## src/rtl/win_addr_ptr.sv

```systemverilog
module win_addr_ptr #(
  parameter int COLS = 96,
  parameter int ROWS = 64,
  localparam int CW = $clog2(COLS),
  localparam int RW = $clog2(ROWS)
) (
  input  logic          clk,
  input  logic          rst_n,
  input  logic          col_major,
  input  logic          win_load,
  input  logic [CW-1:0] col_first,
  input  logic [CW-1:0] col_last,
  input  logic [RW-1:0] row_first,
  input  logic [RW-1:0] row_last,
  input  logic          acc_stb,
  output logic [CW-1:0] col_addr,
  output logic [RW-1:0] row_addr
);

  logic [CW-1:0] cs_q, ce_q, col_q, col_nx;
  logic [RW-1:0] rs_q, re_q, row_q, row_nx;

  wire col_end = (col_q == ce_q);
  wire row_end = (row_q == re_q);
  wire [CW-1:0] col_inc = col_end ? cs_q : col_q + CW'(1);
  wire [RW-1:0] row_inc = row_end ? rs_q : row_q + RW'(1);

  always_comb begin
    if (col_major) begin
      row_nx = row_inc;
      col_nx = row_end ? col_inc : col_q;
    end else begin
      col_nx = col_inc;
      row_nx = col_end ? row_inc : row_q;
    end
  end

  always_ff @(posedge clk) begin
    if (!rst_n) begin
      cs_q  <= '0;
      ce_q  <= CW'(COLS - 1);
      rs_q  <= '0;
      re_q  <= RW'(ROWS - 1);
      col_q <= '0;
      row_q <= '0;
    end else if (win_load) begin
      cs_q  <= col_first;
      ce_q  <= col_last;
      rs_q  <= row_first;
      re_q  <= row_last;
      col_q <= col_first;
      row_q <= row_first;
    end else if (acc_stb) begin
      col_q <= col_nx;
      row_q <= row_nx;
    end
  end

  assign col_addr = col_q;
  assign row_addr = row_q;

  AST_LEGAL_WINDOW: assert property (@(posedge clk) disable iff (!rst_n)
    win_load |-> (col_first <= col_last && 32'(col_last) < COLS &&
                  row_first <= row_last && 32'(row_last) < ROWS));
  AST_LOAD_TO_START: assert property (@(posedge clk) disable iff (!rst_n)
    win_load |=> (col_addr == $past(col_first) && row_addr == $past(row_first)));
  AST_LOAD_BEATS_ACCESS: assert property (@(posedge clk) disable iff (!rst_n)
    (win_load && acc_stb) |=> (col_addr == $past(col_first) && row_addr == $past(row_first)));
  AST_IDLE_HOLD: assert property (@(posedge clk) disable iff (!rst_n)
    (!win_load && !acc_stb) |=> ($stable(col_addr) && $stable(row_addr)));
  AST_ROW_MAJOR_STEP: assert property (@(posedge clk) disable iff (!rst_n)
    (acc_stb && !win_load && !col_major && col_addr != ce_q) |=>
      (col_addr == CW'($past(col_addr) + CW'(1)) && $stable(row_addr)));
  AST_COL_MAJOR_STEP: assert property (@(posedge clk) disable iff (!rst_n)
    (acc_stb && !win_load && col_major && row_addr != re_q) |=>
      (row_addr == RW'($past(row_addr) + RW'(1)) && $stable(col_addr)));
  AST_INSIDE_WINDOW: assert property (@(posedge clk) disable iff (!rst_n)
    (col_addr >= cs_q && col_addr <= ce_q && row_addr >= rs_q && row_addr <= re_q));

endmodule

```

## config.mk

```make
export PLATFORM = sky130hd
export DESIGN_NAME = win_addr_ptr
export DESIGN_NICKNAME = d
export VERILOG_FILES = /design/src/rtl/win_addr_ptr.sv
export SDC_FILE = /design/constraint.sdc
export NUM_CORES = 1
export LEC_CHECK = 0
export CORE_MARGIN = 3
export CORE_UTILIZATION = 51
export DETAILED_ROUTE_END_ITERATION = 6
export PLACE_DENSITY_LB_ADDON = 0.12
export SYNTH_ARGS = -nofsm -noshare
export SYNTH_HDL_FRONTEND = slang
export SYNTH_SLANG_ARGS = --single-unit
```

## constraint.sdc

```tcl
create_clock -name clk -period 1.7 [get_ports clk]
set_input_delay 0.17 -clock clk [delete_from_list [all_inputs] [get_ports clk]]
set_output_delay 0.17 -clock clk [all_outputs]
set_load 0.01 [all_outputs]
```

==> flow_summary.json, run 1 <==
{
  "outcome": "complete, no violations",
  "yosysSeqAreaShare_pct": 37.1,
  "grt_pass1_vias": 1659,
  "io_pins": 44,
  "viasPerCell": 5.54,
  "reg2reg_from": "col_addr[1]",
  "cts_buffers": 5,
  "layout-drive-gt1-share_pct": 17.3,
  "pwr-share-comb_pct": 23.9,
  "crit_type": "reg -> out",
  "dp.cells": 320,
  "worstPathRequired_ps": 1530,
  "wl_per_cell_um": 15.2,
  "seqPwrFrac_pct": 47.7,
  "drtIter0Drc": 176,
  "power_mw": 2.17,
  "portBuffers": 43,
  "fillCellCount": 306,
  "grt_max_degree": 28,
  "grt_first_pass_wirelength_um": 8190,
  "yosysTopAreaCellShare_pct": 37.1,
  "rows": 22,
  "reg2reg_slack_ps": 110,
  "synth_common_cells": "39 x dfxtp_1, 38 x nand2_1, 24 x mux2i_1, 11 x nand3_1, 9 x o21ai_1",
  "fmax_mhz": 627,
  "syn_to_final_growth_pct": 32.6,
  "synth_most_common_cell": "dfxtp_1",
  "clockPowerShare_pct": 28.4,
  "syn_nets": 255,
  "min_path_type": "in -> reg",
  "diodes": 0,
  "cap_violations": 0,
  "cts_root_buf": "clkbuf_8",
  "netlist_top_cells_area": "dfxtp_1 37%, mux2i_1 11%, nand2_1 6.8%",
  "yosysTopAreaCell": "dfxtp_1",
  "place_hpwl_um": 3750,
  "maxSlewHeadroom_pct": 74.9,
  "drtAntennaViolNets": 0,
  "p_sw_mw": 0.619,
  "overflow": 0,
  "vias": 1833,
  "r2r-end": "col_addr[0]",
  "gp_congestion": 0.846,
  "stdcell_area_sq_mm": 0.00279,
  "dr.pass1.iters": 4,
  "synth_seq_cells": 39,
  "p_int_mw": 1.55,
  "worst_hold_path.num_cells": 3,
  "clk_latency_ps": 290,
  "r2r_cells": 5,
  "synthDistinctLibCells": 41,
  "final_util_pct": 72.9,
  "synthArstFlopShare_pct": 0,
  "htreeDepth": 2,
  "antenna_found_initial": 0,
  "vdd_ir_drop_max_mv": 0.649,
  "clock_skew_ps": 10.2,
  "layout.cells.non_filler": 331,
  "worstHoldStart": "win_load",
  "setup_viol": 0,
  "period_share_pct": 93.9,
  "clk_pin_slew_ps": 70,
  "layout_min_cycle_time_ps": 1600,
  "synth_top_flop_cell": "dfxtp_1",
  "cts.path.max_buffers": 2,
  "setup.worst_path.end_class": "primary output",
  "worstMarginPinSlew_ps": 371,
  "critPathArrivalTime_ps": 1430,
  "seq_area_sq_um": 783,
  "finalHoldViolCount": 0,
  "die_w_um": 70.2,
  "wirelength_um": 5030,
  "drc": 0,
  "cts_tree": "yes",
  "critPathMaxFanout": 6,
  "synth_cells": 222,
  "critPathLaunchType": "register",
  "start_util_pct": 55.0,
  "powerDensity_mw_per_mm2": 778,
  "p_sw_share_pct": 28.5,
  "synth_edf_count": 0,
  "multi_input_area_sq_mm": 0.00123,
  "numClockSinks": 39,
  "placed_area_sq_mm": 0.00268,
  "setup_tns_ps": 0,
  "track_usage_pct": 20.6,
  "avgSynthCellArea_sq_um": 9.47,
  "core_area_sq_mm": 0.00383,
  "drv_slew": 0,
  "die_y_um": 70.2,
  "setup_ws_ps": 104,
  "hold_path_end": "cs_q[2]",
  "dieArea_sq_mm": 0.00493,
  "num-nets-final": 315,
  "synthesis.area_sq_mm": 0.00210,
  "ys_warn_count": 0,
  "power_leakage_nw": 1.10,
  "hold_slack_ps": 292,
  "place_ws_ps": 19.2,
  "rsz0062_at_grt": "true"
}
state kept, by name (all words and copies together), names as in the netlist:
signal	flops
rs_q	6
re_q	6
ce_q	7
cs_q	7
col_addr	7
row_addr	6
power by group through the flow:
stage	Sequential [mW]	Clock (mW)	Combinational, mW
after global placement	1.05	0	0.502
final	1.03	0.616	0.519
after global routing	1.04	0.659	0.563
after detailed placement	1.05	0	0.507
after CTS	1.03	0.622	0.511
after floorplan	1.07	0	0.271
cells in the final DEF, fill, tap and decap left out, types with 5 or more instances in the layout:
cell type and instances:
a21boi_0 7, xor2_1 7, xnor2_1 8, mux2i_1 24, buf_4 24, clkdlybuf4s50_1 42, xnor2_2 6, nand3_1 11
nor2b_1 7, o21ai_0 5, clkbuf_8 5, dfxtp_1 37, a31oi_1 5, o21ai_1 9, nand2_1 38
critical path, cell delays in order (launching register included):
cell	delay (ps)
dfxtp_1	420
buf_4	190
clkdlybuf4s50_1	530
per-layer routing:
metal  routed length [um]  share of wire (%)  GRT usage (%)
met5                    0                  0              0
met4                   59                1.2           6.81
met3                  262                5.2           3.60
met2                 2220                 44           29.7
met1                 2480                 49           30.6
cell families after synthesis:
family,Yosys count,share of synthesized area [%]
compound gates,44,15.5
xor+xnor,22,12.2
fa+ha+maj,2,1.19
buf+inv,17,4.52
flops,39,37.1
mux,24,11.4
simple gates,74,18.1
cell type report:
cell class / instances / area share (%)
clock buffers: 6 / 2.60
clock inverters: 2 / 0.449
inverters: 2 / 0.269
multi-input cells: 166 / 44.0
flip-flops and latches: 39 / 28.1
well taps: 48 / 2.15
repair buffers: 68 / 22.4
how the worst max path moves through the flow:
stage	end	start
after global routing	col_addr[0]	col_addr[1]
final	col_addr[2]	col_addr[2]
after detailed placement	col_addr[1]	acc_stb
after CTS	col_addr[1]	row_addr[2]
after floorplan	col_addr[0]	row_addr[2]
after global placement	col_addr[0]	col_addr[0]
repair_timing:
item / CTS / global route
gates resized for setup: 0 / 2
endpoints found under the hold margin: 0 / 0
setup endpoints to repair: 0 / 7
hold buffers: 0 / 0
buffers inserted: 0 / 3
No activity file was read; power rests on OpenSTA's default activity.
==> run 2: changes to the inputs <==
Settings changed: ABC_CLOCK_PERIOD_IN_PS set to 1700, GPL_TIMING_DRIVEN set to 0.
==> flow_summary.json, run 2 (synthesis results as in run 1) <==
{
  "gp_congestion": 0.847,
  "clk_pin_slew_ps": 80,
  "cap_violations": 0,
  "min_path_type": "in -> reg",
  "rows": 22,
  "numClockSinks": 39,
  "finalHoldViolCount": 0,
  "layout_commonest_cell": "clkdlybuf4s50_1",
  "r2r-end": "row_addr[2]",
  "worst_hold_path.num_cells": 3,
  "reg2reg_slack_ps": 90,
  "clk_latency_ps": 290,
  "cts_buffers": 5,
  "cts.path.max_buffers": 2,
  "wl_per_cell_um": 15.3,
  "max_stage_delay_ps": 480,
  "layout_min_cycle_time_ps": 1610,
  "fmax_mhz": 623,
  "reg_top3": "ce_q: 7 flops, col_addr: 7 flops, cs_q: 7 flops",
  "place_hpwl_um": 3670,
  "drv_slew": 0,
  "critPathLaunchType": "register",
  "num-nets-final": 305,
  "fillCellCount": 334,
  "period_share_pct": 94.4,
  "wirelength_um": 4900,
  "drtIter0Drc": 170,
  "vdd_ir_drop_max_mv": 0.522,
  "cts_root_buf": "clkbuf_8",
  "die_y_um": 70.2,
  "critPathMaxFanout": 8,
  "worstMarginPinSlew_ps": 731,
  "layout-drive-gt1-share_pct": 15.0,
  "setup_viol": 0,
  "clock_skew_ps": 6.31,
  "place_ws_ps": 22.7,
  "reg2reg_from": "row_addr[3]",
  "diodes": 0,
  "stdcell_area_sq_mm": 0.00272,
  "hold_path_end": "rs_q[1]",
  "syn_to_final_growth_pct": 29.3,
  "critPathArrivalTime_ps": 1830,
  "grt_first_pass_wirelength_um": 7960,
  "layout_common_cells": "41 x clkdlybuf4s50_1, 38 x nand2_1, 32 x dfxtp_1, 24 x mux2i_1, 11 x nand3_1",
  "cts_tree": "yes",
  "vias": 1793,
  "drc": 0,
  "outcome": "complete, no violations",
  "viasPerCell": 5.59,
  "seq_area_sq_um": 790,
  "placed_area_sq_mm": 0.00257,
  "portBuffers": 41,
  "power_leakage_nw": 1.06,
  "rsz0062_at_grt": "true",
  "track_usage_pct": 20.2,
  "grt_pass1_vias": 1623,
  "setup_ws_ps": 94.8,
  "drtAntennaViolNets": 0,
  "start_util_pct": 55.0,
  "io_pins": 44,
  "dieArea_sq_mm": 0.00493,
  "worstPathCellList": "xnor2_1 > nand2_1 > nor2_2 > mux2i_1 > o221a_1",
  "power_mw": 2.21,
  "r2r_cells": 5,
  "powerDensity_mw_per_mm2": 811,
  "worstPathRequired_ps": 1930,
  "worstHoldStart": "win_load",
  "setup.worst_path.end_class": "register",
  "crit_type": "reg -> reg",
  "maxSlewHeadroom_pct": 51.3,
  "die_w_um": 70.2,
  "multi_input_area_sq_mm": 0.00125,
  "dr.pass1.iters": 4,
  "core_area_sq_mm": 0.00383,
  "antenna_found_initial": 0,
  "grt_max_degree": 12,
  "slowest_stage": "dfxtp_1",
  "overflow": 0,
  "htreeDepth": 2
}
==> run 2: repair_timing <==
action                                  CTS  global route
hold buffers                              0             0
endpoints found under the setup margin    0            13
setup buffers                             0             2
gates resized for setup                   0            10
==> run 2: how the worst max path moves through the flow <==
stage,depth (start not counted),slack [ps],startpoint,endpoint
after floorplan,7,170,row_addr[2],col_addr[0]
after global placement,6,30,row_addr[1],col_addr[0]
after detailed placement,6,20,row_addr[1],col_addr[0]
after CTS,6,3,row_addr[1],col_addr[0]
after global routing,5,-8,row_addr[3],row_addr[1]
final,5,90,row_addr[3],row_addr[2]
==> run 2: routing by layer <==
| layer | vias to the layer above | wire (um) | track usage [%] |
|---|---|---|---|
| met5 | - | 0 | 0 |
| met4 | 0 | 48 | 5.74 |
| met3 | 5 | 218 | 3.17 |
| met2 | 47 | 2240 | 31.7 |
| met1 | 854 | 2400 | 28.4 |
| li1 | 887 | - | - |
==> run 2: final cells by class <==
| cell class | instances | share of cell area (%) |
|---|---|---|
| multi-input combinational | 166 | 46.0 |
| sequential | 39 | 29.0 |
| timing repair buffer | 43 | 15.6 |
| clock buffer | 8 | 3.68 |
| buffer | 15 | 3.22 |
| tap | 48 | 2.21 |
| inverter | 2 | 0.276 |
==> run 2: critical path: cells and delay by family, from the launching register on <==
kind	cells	cell delay, ps
AO/OA/AOI/OAI	1	180
XOR/XNOR	1	190
flip-flops	1	480
multiplexers	1	200
AND/OR/NAND/NOR	2	490
==> run 2: per-stage QoR <==
| step | setup TNS (ps) | instances | hold slack (ps) | util [%] |
|---|---|---|---|---|
| 6_report | 0 | 321 | 292 | 71.1 |
| 5_1_grt | -8.00 | 321 | 321 | 71.1 |
| 3_3_place_gp | 0 | 311 | 461 | 67.3 |
| 3_5_place_dp | 0 | 311 | 464 | 67.3 |
| 2_1_floorplan | 0 | 222 | 299 | - |
| 4_1_cts | 0 | 319 | 287 | 69.9 |
==> run 2: power breakdown <==
group	internal (mW)	switching (mW)	leakage [nW]
registers	0.979	0.0770	0.325
clock network	0.370	0.315	0.0515
logic	0.257	0.207	0.682
==> run 3: changes to the inputs <==
Settings changed: CELL_PAD_IN_SITES_DETAIL_PLACEMENT set to 1, CELL_PAD_IN_SITES_GLOBAL_PLACEMENT set to 1, CORE_UTILIZATION 51 to 38, GPL_ROUTABILITY_DRIVEN set to 1.
==> flow_summary.json, run 3 (synthesis results as in run 1) <==
{
  "portBuffers": 41,
  "syn_to_final_growth_pct": 31.2,
  "dp.cells": 333,
  "cts_buffers": 5,
  "critPathLaunchType": "register",
  "drc": 0,
  "pwr-share-comb_pct": 21.3,
  "start_util_pct": 40.2,
  "rows": 26,
  "overflow": 0,
  "drtIter0Drc": 52,
  "clockPowerShare_pct": 31.3,
  "worstMarginPinSlew_ps": 824,
  "period_share_pct": 94.5,
  "crit_type": "reg -> reg",
  "powerDensity_mw_per_mm2": 810,
  "drv_slew": 0,
  "die_y_um": 80.4,
  "clk_pin_slew_ps": 80,
  "dieArea_sq_mm": 0.00646,
  "p_sw_share_pct": 27.9,
  "stdcell_area_sq_mm": 0.00276,
  "hold_slack_ps": 290,
  "outcome": "complete, no violations",
  "cts.path.max_buffers": 2,
  "die_w_um": 80.4,
  "core_area_sq_mm": 0.00524,
  "setup_tns_ps": 0,
  "wl_per_cell_um": 16.2,
  "vias": 1775,
  "viasPerCell": 5.17,
  "wirelength_um": 5570,
  "finalHoldViolCount": 0,
  "r2r-end": "col_addr[0]",
  "worst_hold_path.num_cells": 3,
  "setup.worst_path.end_class": "register",
  "layout_common_cells": "41 x clkdlybuf4s50_1, 37 x nand2_1, 30 x dfxtp_1, 24 x mux2i_1, 11 x nand3_1",
  "worstPathRequired_ps": 1890,
  "seqPwrFrac_pct": 47.3,
  "layout.cells.non_filler": 343,
  "maxSlewHeadroom_pct": 45.1,
  "grt_max_degree": 12,
  "clock_skew_ps": 5.04,
  "power_mw": 2.24,
  "min_path_type": "in -> reg",
  "setup_viol": 0,
  "num-nets-final": 305,
  "layout-drive-gt1-share_pct": 16.5,
  "clk_latency_ps": 300,
  "dr.pass1.iters": 4,
  "track_usage_pct": 18.7,
  "worstPathCellList": "xnor2_1 > nand3_1 > o221ai_4 > buf_6 > nor2_1 > a41o_1",
  "hold_path_end": "rs_q[1]",
  "diodes": 0,
  "placed_area_sq_mm": 0.00260,
  "max_stage_delay_ps": 370,
  "cap_violations": 0,
  "fmax_mhz": 622,
  "drtAntennaViolNets": 0,
  "r2r_cells": 6,
  "htreeDepth": 2,
  "layout_commonest_cell": "clkdlybuf4s50_1",
  "p_sw_mw": 0.624,
  "reg_top3": "ce_q: 7 flops, col_addr: 7 flops, cs_q: 7 flops",
  "reg2reg_slack_ps": 90,
  "vdd_ir_drop_max_mv": 0.455,
  "place_hpwl_um": 4060,
  "grt_first_pass_wirelength_um": 9150,
  "cts_root_buf": "clkbuf_8",
  "p_int_mw": 1.61,
  "critPathArrivalTime_ps": 1800,
  "antenna_found_initial": 0,
  "io_pins": 44,
  "grt_pass1_vias": 1846,
  "cts_tree": "yes",
  "critPathMaxFanout": 10,
  "power_leakage_nw": 1.07,
  "slowest_stage": "dfxtp_2",
  "layout_min_cycle_time_ps": 1610,
  "worstHoldStart": "win_load",
  "reg2reg_from": "row_addr[0]",
  "gp_congestion": 0.775,
  "numClockSinks": 39
}
[run 3: cell counts in the layout (fill, tap and decap cells not counted)]
Identical to the previous run, type by type.
[run 3: critical path: cells and delay by family, from the launching register on]
family,cells,cell delay (ps)
buf+inv,1,180
flops,1,370
compound gates,2,420
simple gates,2,240
xor+xnor,1,290
[run 3: timing repair]
action                     in CTS  in global routing
hold endpoints to repair        0                  0
hold buffers                    0                  0
setup endpoints to repair       2                 13
pin swaps                       0                  2
setup buffers                   0                  2
gates resized for setup         3                 11
[run 3: power by group through the flow]
stage	logic (mW)	clock network (mW)	registers [mW]
floorplan	0.271	0	1.07
global placement	0.458	0	1.07
detailed placement	0.463	0	1.07
CTS	0.467	0.716	1.05
global route	0.523	0.753	1.07
finish	0.477	0.700	1.06
[run 3: through the flow]
stage / util [%] / worst slack (ps)
3_5_place_dp: 49.7 / -28.6
5_1_grt: 52.7 / -13.1
2_1_floorplan: - / 171
4_1_cts: 51.6 / 0.314
3_3_place_gp: 49.7 / -11.3
6_report: 52.7 / 92.7
[run 3: routing by layer]
layer / share of wire [%] / track usage (%)
met1: 46 / 22.5
met2: 49 / 33.6
met3: 3.4 / 3.36
met4: 1.2 / 5.74
met5: 0 / 0
[run 3: cell type report]
type / count / area (sq um)
Multi-Input combinational cell: 166 / 1260
Tap cell: 70 / 87.6
Fill cell: 606 / 2480
Buffer: 15 / 87.6
Timing Repair Buffer: 43 / 425
Clock buffer: 8 / 100
Inverter: 2 / 7.51
Sequential cell: 39 / 792
[run 3: worst max path at each step]
stage,start,end,slack (ps),cells past startpoint
2_1_floorplan,row_addr[2],col_addr[0],170,7
3_3_place_gp,row_addr[1],col_addr[0],-10,6
6_report,row_addr[0],col_addr[0],90,6
5_1_grt,col_addr[6],row_addr[0],-10,6
3_5_place_dp,row_addr[1],col_addr[0],-30,6
4_1_cts,col_addr[4],row_addr[0],0.3,6
